$ cat src/rtl/simd_lane_pkg.sv
package simd_lane_pkg;
   localparam int OP_W = 3;

   typedef enum logic [OP_W-1:0] {
      OP_ADD   = 3'd0,
      OP_SUB   = 3'd1,
      OP_AND   = 3'd2,
      OP_OR    = 3'd3,
      OP_XOR   = 3'd4,
      OP_ORRED = 3'd5
   } lane_op_e;
endpackage

$ cat src/rtl/lane_issue_split.sv
module lane_issue_split
   import simd_lane_pkg::*;
#(
   parameter int HALF_W = 256,
   parameter int TAG_W  = 4
) (
   input  logic                clk,
   input  logic                rst,
   input  logic                in_valid,
   input  logic [OP_W-1:0]     in_op,
   input  logic                in_wide,
   input  logic [2*HALF_W-1:0] in_a,
   input  logic [2*HALF_W-1:0] in_b,
   input  logic [TAG_W-1:0]    in_tag,
   output logic                in_ready,
   output logic                s_valid,
   output logic [OP_W-1:0]     s_op,
   output logic                s_wide,
   output logic                s_upper,
   output logic [TAG_W-1:0]    s_tag,
   output logic [HALF_W-1:0]   s_a,
   output logic [HALF_W-1:0]   s_b
);
   // High half waiting for its slot at the pipe input
   logic                pend_q;
   logic [HALF_W-1:0]   hi_a_q, hi_b_q;
   logic [OP_W-1:0]     hi_op_q;
   logic [TAG_W-1:0]    hi_tag_q;
   logic                take;

   assign in_ready = !pend_q;
   assign take     = in_valid && in_ready;

   always_ff @(posedge clk) begin
      if (rst) begin
         pend_q  <= 1'b0;
         s_valid <= 1'b0;
      end else if (pend_q) begin
         s_valid <= 1'b1;
         s_upper <= 1'b1;
         s_wide  <= 1'b1;
         s_op    <= hi_op_q;
         s_tag   <= hi_tag_q;
         s_a     <= hi_a_q;
         s_b     <= hi_b_q;
         pend_q  <= 1'b0;
      end else if (take) begin
         s_valid  <= 1'b1;
         s_upper  <= 1'b0;
         s_wide   <= in_wide;
         s_op     <= in_op;
         s_tag    <= in_tag;
         s_a      <= in_a[HALF_W-1:0];
         s_b      <= in_b[HALF_W-1:0];
         pend_q   <= in_wide;
         hi_a_q   <= in_a[2*HALF_W-1:HALF_W];
         hi_b_q   <= in_b[2*HALF_W-1:HALF_W];
         hi_op_q  <= in_op;
         hi_tag_q <= in_tag;
      end else begin
         s_valid <= 1'b0;
      end
   end

   p_ready_drop_r3: assert property (@(posedge clk) disable iff (rst)
      (in_valid && in_ready && in_wide) |=> !in_ready);

   p_ready_back_r3: assert property (@(posedge clk) disable iff (rst)
      !in_ready |=> in_ready);

   p_upper_follows_r2: assert property (@(posedge clk) disable iff (rst)
      (s_valid && s_upper) |-> $past(s_valid && s_wide && !s_upper));
endmodule

$ cat src/rtl/lane_alu.sv
module lane_alu
   import simd_lane_pkg::*;
#(
   parameter int HALF_W = 256,
   parameter int ELEM_W = 32
) (
   input  logic [OP_W-1:0]   op,
   input  logic [HALF_W-1:0] a,
   input  logic [HALF_W-1:0] b,
   output logic [HALF_W-1:0] data,
   output logic              any
);
   localparam int N_ELEM = HALF_W / ELEM_W;

   lane_op_e opc;
   assign opc = lane_op_e'(op);

   for (genvar i = 0; i < N_ELEM; i++) begin : g_elem
      logic [ELEM_W-1:0] ea, eb, er;
      assign ea = a[i*ELEM_W +: ELEM_W];
      assign eb = b[i*ELEM_W +: ELEM_W];
      always_comb begin
         case (opc)
            OP_ADD:  er = ea + eb;
            OP_SUB:  er = ea - eb;
            OP_AND:  er = ea & eb;
            OP_OR:   er = ea | eb;
            OP_XOR:  er = ea ^ eb;
            default: er = '0;
         endcase
      end
      assign data[i*ELEM_W +: ELEM_W] = er;
   end

   // Partial flag of this half; merged with the other half at the output
   assign any = (opc == OP_ORRED) && (|a);
endmodule

$ cat src/rtl/lane_delay.sv
module lane_delay #(
   parameter int W     = 8,
   parameter int DEPTH = 2
) (
   input  logic         clk,
   input  logic         rst,
   input  logic         in_v,
   input  logic [W-1:0] in_d,
   output logic         out_v,
   output logic [W-1:0] out_d
);
   logic [DEPTH-1:0] v_q;
   logic [W-1:0]     d_q [DEPTH];

   always_ff @(posedge clk) begin
      if (rst) begin
         v_q <= '0;
      end else begin
         v_q[0] <= in_v;
         for (int i = 1; i < DEPTH; i++) v_q[i] <= v_q[i-1];
      end
      d_q[0] <= in_d;
      for (int i = 1; i < DEPTH; i++) d_q[i] <= d_q[i-1];
   end

   assign out_v = v_q[DEPTH-1];
   assign out_d = d_q[DEPTH-1];
endmodule

$ cat src/rtl/lane_join.sv
module lane_join #(
   parameter int HALF_W = 256,
   parameter int TAG_W  = 4
) (
   input  logic                clk,
   input  logic                rst,
   input  logic                p_valid,
   input  logic                p_wide,
   input  logic                p_upper,
   input  logic                p_red,
   input  logic [TAG_W-1:0]    p_tag,
   input  logic [HALF_W-1:0]   p_data,
   input  logic                p_any,
   output logic                out_valid,
   output logic                out_wide,
   output logic [TAG_W-1:0]    out_tag,
   output logic [2*HALF_W-1:0] out_data,
   output logic                out_any
);
   logic              sk_valid, sk_any, sk_red;
   logic [HALF_W-1:0] sk_data;
   logic [TAG_W-1:0]  sk_tag;

   always_ff @(posedge clk) begin
      if (rst) begin
         sk_valid <= 1'b0;
      end else if (p_valid && p_wide && !p_upper) begin
         sk_valid <= 1'b1;
      end else if (p_valid && p_upper) begin
         sk_valid <= 1'b0;
      end
      if (p_valid && p_wide && !p_upper) begin
         sk_data <= p_data;
         sk_any  <= p_any;
         sk_tag  <= p_tag;
         sk_red  <= p_red;
      end
   end

   assign out_valid = p_valid && (!p_wide || p_upper);
   assign out_wide  = p_wide;
   assign out_tag   = p_tag;
   assign out_data  = p_wide ? {p_data, sk_data} : {{HALF_W{1'b0}}, p_data};
   assign out_any   = p_wide ? (p_any | sk_any) : p_any;

   p_upper_has_lower_r2: assert property (@(posedge clk) disable iff (rst)
      (p_valid && p_upper) |-> sk_valid);

   p_skid_drain_r2: assert property (@(posedge clk) disable iff (rst)
      sk_valid |-> (p_valid && p_upper));

   p_tag_pair_r5: assert property (@(posedge clk) disable iff (rst)
      (p_valid && p_upper) |-> (p_tag == sk_tag));

   p_red_pair_r6: assert property (@(posedge clk) disable iff (rst)
      (p_valid && p_upper) |-> (p_red == sk_red));
endmodule

$ cat src/rtl/simd_half_lane.sv
module simd_half_lane
   import simd_lane_pkg::*;
#(
   parameter int HALF_W = 256,
   parameter int ELEM_W = 32,
   parameter int TAG_W  = 4,
   parameter int STAGES = 3
) (
   input  logic                clk,
   input  logic                rst,
   input  logic                in_valid,
   output logic                in_ready,
   input  logic [2:0]          in_op,
   input  logic                in_wide,
   input  logic [2*HALF_W-1:0] in_a,
   input  logic [2*HALF_W-1:0] in_b,
   input  logic [TAG_W-1:0]    in_tag,
   output logic                out_valid,
   output logic                out_wide,
   output logic [TAG_W-1:0]    out_tag,
   output logic [2*HALF_W-1:0] out_data,
   output logic                out_any
);
   localparam int DLY  = STAGES - 1;
   localparam int PK_W = HALF_W + 1 + TAG_W + 3;

   if (STAGES < 2) begin : g_bad_stages
      $error("simd_half_lane: STAGES must be at least 2");
   end
   if (HALF_W % ELEM_W != 0) begin : g_bad_elem
      $error("simd_half_lane: HALF_W must be a multiple of ELEM_W");
   end
   if (OP_W != 3) begin : g_bad_opw
      $error("simd_half_lane: opcode width mismatch");
   end

   logic              s_valid, s_wide, s_upper;
   logic [OP_W-1:0]   s_op;
   logic [TAG_W-1:0]  s_tag;
   logic [HALF_W-1:0] s_a, s_b, alu_data;
   logic              alu_any, s_red;
   logic [PK_W-1:0]   pk_in, pk_out;
   logic              p_valid;

   lane_issue_split #(.HALF_W(HALF_W), .TAG_W(TAG_W)) i_split (
      .clk(clk), .rst(rst), .in_valid(in_valid), .in_op(in_op),
      .in_wide(in_wide), .in_a(in_a), .in_b(in_b), .in_tag(in_tag),
      .in_ready(in_ready), .s_valid(s_valid), .s_op(s_op), .s_wide(s_wide),
      .s_upper(s_upper), .s_tag(s_tag), .s_a(s_a), .s_b(s_b));

   lane_alu #(.HALF_W(HALF_W), .ELEM_W(ELEM_W)) i_alu (
      .op(s_op), .a(s_a), .b(s_b), .data(alu_data), .any(alu_any));

   assign s_red = (lane_op_e'(s_op) == OP_ORRED);
   assign pk_in = {s_red, s_wide, s_upper, s_tag, alu_any, alu_data};

   lane_delay #(.W(PK_W), .DEPTH(DLY)) i_pipe (
      .clk(clk), .rst(rst), .in_v(s_valid), .in_d(pk_in),
      .out_v(p_valid), .out_d(pk_out));

   lane_join #(.HALF_W(HALF_W), .TAG_W(TAG_W)) i_join (
      .clk(clk), .rst(rst), .p_valid(p_valid),
      .p_red(pk_out[PK_W-1]), .p_wide(pk_out[PK_W-2]), .p_upper(pk_out[PK_W-3]),
      .p_tag(pk_out[HALF_W+1 +: TAG_W]), .p_any(pk_out[HALF_W]),
      .p_data(pk_out[HALF_W-1:0]),
      .out_valid(out_valid), .out_wide(out_wide), .out_tag(out_tag),
      .out_data(out_data), .out_any(out_any));
endmodule

$ cat config.mk
export PLATFORM = sky130hd
export DESIGN_NAME = simd_half_lane
export DESIGN_NICKNAME = d
export VERILOG_FILES = /design/src/rtl/simd_lane_pkg.sv /design/src/rtl/lane_issue_split.sv /design/src/rtl/lane_alu.sv /design/src/rtl/lane_delay.sv /design/src/rtl/lane_join.sv /design/src/rtl/simd_half_lane.sv
export SDC_FILE = /design/constraint.sdc
export NUM_CORES = 2
export LEC_CHECK = 0
export BUFFER_PORTS_ARGS = -buffer_cell sky130_fd_sc_hd__clkbuf_2
export CORE_AREA = 8 8 604 606
export DETAILED_ROUTE_END_ITERATION = 12
export DIE_AREA = 0 0 612 614
export PLACE_DENSITY_LB_ADDON = 0.15
export RECOVER_POWER = 50
export SLEW_MARGIN = 20
export SYNTH_ARGS = -nofsm -noshare
export SYNTH_HDL_FRONTEND = slang
export SYNTH_SLANG_ARGS = --single-unit
$ cat constraint.sdc
create_clock -name clk -period 56.5 [get_ports clk]
set_clock_uncertainty 0.1 [all_clocks]
set_input_delay 11.3 -clock clk [delete_from_list [all_inputs] [get_ports clk]]
set_output_delay 11.3 -clock clk [all_outputs]
set_load 0.02 [all_outputs]
# After elaboration in Yosys (flattened, before gate mapping)
# Memory sizes are Yosys's and may differ from the RTL's.
# Cells that the tools add are included.
# totals
output_inout_bits,520
ramBits,528
n_memories,1
in_bits,1035
word_cells,102
reg_bits,1301
# classes
n_mux,22
bitwise,28
reduce_logical,15
n_addsub,16
n_eq_ne,5
# memory_table
memory,words,width,read_ports,rd_ports_with_merged_regs,wr,line_no,source
i_pipe.d_q,2,264,2,0,2,lane_delay.sv:13,logic [W-1:0] d_q [DEPTH];
# ops
cell,n
32-bit case mux with 5 select lines,8
256-bit two-way mux,4
512-bit two-way mux,1
32-bit adder,8
32-bit bitwise AND,8
32-bit OR,8
256-bit OR reduction,1
32-bit subtractor,8
32-bit XOR,8
4-bit two-way mux,2
"3-bit by 2-bit == test with 1-bit output, second input constant",2
"3-bit == test, second input constant",2
3-bit two-way mux,2
1-bit logical AND,5
1-bit two-way mux,5
"3-bit by 1-bit == test with 1-bit output, second input constant",1
1-bit logical NOT,3
3-bit logical NOT,1
1-bit NOT,3
3-bit AND reduction,1
3-bit OR reduction,1
2-bit AND reduction,1
2-bit nonzero test,1
1-bit logical OR,1
1-bit OR,1

# Longest topological paths before layout
# logic_depth
word_depth,4
ltp_mapped,21
ltp_nobuf,21

# By module
# A second synthesis with hierarchy kept.
# unflattened
hier_cells,8021
area_unflattened_um2,95864.4
# modules_own_cells
module,area_each_um2,cells_each,instances,seq_area_each_um2
lane_issue_split,37623.6,1625,1,31270.0
lane_alu,32152.1,4764,1,0.0
lane_join,13475.4,835,1,7717.4
lane_delay,12604.6,796,1,10610.2
simd_half_lane,8.8,1,1,0.0

# Worst setup path before layout
# No wires, ideal clock.
# synth_timing
path_kind,input -> register
startpoint,input port rst
endpoint,register i_split.pend_q
arrival_ns,50.501
path_buffers,0
setup_slack_ns,5.696
required_ns,56.197
setup_ns,0.203
path_stages,2
cell_sequence,nor3b_1 and2_1
# synth_between
elab_chain_len,1
# synth_rtl
item,line_no,source
from (decl),simd_half_lane.sv:10,"input logic rst,"
3-bit OR reduction (no line),-,
to (signal assigned),lane_issue_split.sv:55,pend_q <= in_wide;
to (decl),lane_issue_split.sv:25,logic pend_q;
# Every way passes these cells.
# A chain may end at the register's enable or synchronous reset.

==> impl_metrics.ini <==
[outcome]
status = finished, violations left
failed_checks = max-capacitance violations, max-slew violations

[timing]
period_needed_ps = 17310
grt_setup_unrepaired = no
slew_viol_final = 742
setup_viol = 0
worstMarginPinSlew_ps = 3720
min_period_over_period_pct = 30.6
timing.fmax_mhz = 57.8
relSlewSlack_pct = -148
setup_tns_ps = 0
hold_violations = 0

[logic_synthesis]
syn-cell-area_um2 = 92400
yosys_warnings = 0
syn_avg_cell_area_um2 = 12.3
synth_ff_type = edfxtp_1
synthCells = 7482
synth.distinct_cells = 87
synth_seq_area_share_pct = 53.7
synth-seq-cells = 1827
synth_fp_nets = 9293
synth-edff-count = 1297
synthArstFlopShare_pct = 0

[flow_run]
cap_viol_max_count = 16

[finish]
fillers = 36100
layout_common_cells = clkbuf_2, edfxtp_1, ha_1
final_common_cell = clkbuf_2
layout-drive-gt1-share_pct = 28.0
nNetsFinal = 10800
area_growth_pct = 22.3

[power]
p_per_area_nw_per_um2 = 32.6
power_frac_seq_pct = 45.0
finalPower_uw = 3690
power.switching_uw = 1060
swShare_pct = 28.9
p_clk_share_pct = 39.4
p_comb_share_pct = 15.6
p_int_uw = 2620
p_leak_uw = 0.0456
peakVddDrop_mv = 0.0299

[detailed_routing]
drtPass1Iterations = 6
final_antenna_net_count = 0
routedWlPerCell_um = 27.8
drt_wl_total_um = 390000
remaining_drc_errors = 0
avgViaCountPerCell = 4.74
via_count = 66300
drt_iter0_drc = 4664

[place]
gp_congestion = 0.858
hpwl_um = 308000
port_buffers = 1554

[clock_network]
numClockSinks = 1827
worstSkewPairLatency_ps = 900
cts_tree = done
numCtsBuffers = 220
clk_pin_slew_worst_paths_ps = 60
cts_setup_buffers = 0
clockRootBuffer = clkbuf_16
max-clock-path-buffers = 4
hold_buffers = 0
htreeDepth = 4
ctsResizeCount = 0

[floorplan]
die_w_um = 612
start_util_pct = 26.0
rows = 219
dieArea_um2 = 376000
core-area_um2 = 355000
pin_count = 1555
die_height_um = 614

[setup_path]
cp_num_buf_inv = 2
critPathRequiredTime_ps = 45100
crit_chain = clkbuf_1, mux2_2, clkbuf_2
r2r-start = i_pipe.d_q[0][526]
crit_path_max_fanout = 83
cp.arrival_ps = 5910
crit_path_max_incr_delay_ps = 2520
critical_path_class = register to primary output
worstSetupStartpoint = i_pipe.d_q[0][526]
crit_path_top_delay_cell = clkbuf_1
critPathLaunchType = register
cp-end-kind = primary output
critical-path-top-delay-family = buffers and inverters

[grt]
grt_pass1_wl_um = 533000
antenna_found_initial = 72
grt_pass1_vias = 68400
grt_max_degree = 147
groute.usage.overall_pct = 19.7
grt_overflow = 0

[min_path]
min_path_type = register to register
worstHoldStart = i_pipe.d_q[0][36]
## cell usage after synthesis (70+ instances only)
master | instances | area share, %
dfxtp_1 | 530 | 11
o21ai_0 | 220 | 1.2
o221ai_1 | 167 | 1.6
a22oi_1 | 250 | 2.0
mux2_2 | 775 | 9.4
inv_1 | 575 | 2.3
a21oi_1 | 273 | 1.5
xor2_1 | 74 | 0.70
o22a_1 | 70 | 0.66
edfxtp_1 | 1297 | 42
a21o_1 | 128 | 1.0
nor4_1 | 90 | 0.61
xnor2_1 | 361 | 3.4
ha_1 | 768 | 10
nand2_1 | 335 | 1.4
and2_1 | 273 | 1.8
clkbuf_1 | 291 | 1.2
nor2_1 | 188 | 0.76
## per-stage QoR
step / hold slack, ps / instances / util [%] / cell area (um^2) / setup WS [ps]
CTS: 211 / 14000 / 31.9 / 113000 / 40170
global route: 216 / 14000 / 31.8 / 113000 / 38670
detailed placement: 212 / 13500 / 29.8 / 106000 / 41170
floorplan: 210 / 7482 / - / 92400 / 5700
finish: 215 / 14000 / 31.8 / 113000 / 39190
global placement: 210 / 13500 / 29.8 / 106000 / 41250
## kinds of logic after synthesis
kind of cell	count (synthesis)	synth area share, %
buffers and inverters	902	3.69
DFF	1827	53.7
adders and majority gates	776	10.6
xor gates and xnor gates	435	4.13
and+or+nand+nor	1255	7.06
muxes	781	9.51
AOI/OAI and AO/OA	1506	11.4
## final cells by class
cell class                      count  area, um^2  area share (%)
Antenna cell                       38        95.1          0.0842
Clock buffer                      314        6400            5.67
Clock inverter                    101         985           0.872
Inverter                          575        2160            1.91
Multi-Input combinational cell   4753       39500            35.0
Sequential cell                  1827       49600            43.9
Tap cell                         4751        5940            5.26
Timing Repair Buffer             1643        8290            7.34
## registers in the layout (all words and copies together), names as in the netlist, 2 cells and up
| signal | count |
|---|---|
| i_split.hi_tag_q | 4 |
| i_split.s_b | 256 |
| i_split.s_tag | 4 |
| i_join.sk_data | 256 |
| i_pipe.v_q | 2 |
| i_split.hi_op_q | 3 |
| i_split.hi_b_q | 256 |
| i_split.s_op | 3 |
| i_split.s_a | 256 |
| i_pipe.d_q | 526 |
| i_split.hi_a_q | 256 |
## layer usage
metal / part of all wire, % / wire [um] / vias to the layer above / GRT usage [%]
li1: - / - / 30900 / -
met1: 41 / 160000 / 33100 / 24.2
met2: 51 / 200000 / 1940 / 35.7
met3: 5.2 / 20400 / 422 / 3.15
met4: 2.4 / 9470 / 20 / 4.88
met5: 0.035 / 135 / - / 0
## power groups by stage
stage | sequential, uW | clock [uW] | combinational (uW)
CTS | 1660 | 1510 | 584
global placement | 1690 | 0 | 575
finish | 1660 | 1450 | 575
detailed placement | 1690 | 0 | 579
floorplan | 1640 | 0 | 380
global route | 1670 | 1550 | 629
## path summary, 6_finish.rpt
path	endpoint	slack (ps)	depth (start not counted)
hold reg to reg	i_pipe.d_q[0][300]	220	0
hold / removal	i_pipe.d_q[0][300]	220	0
setup / recovery	out_data[227]	39190	3
setup reg to reg	i_join.sk_data[127]	42930	5
Power figures use the tool's default switching activity.
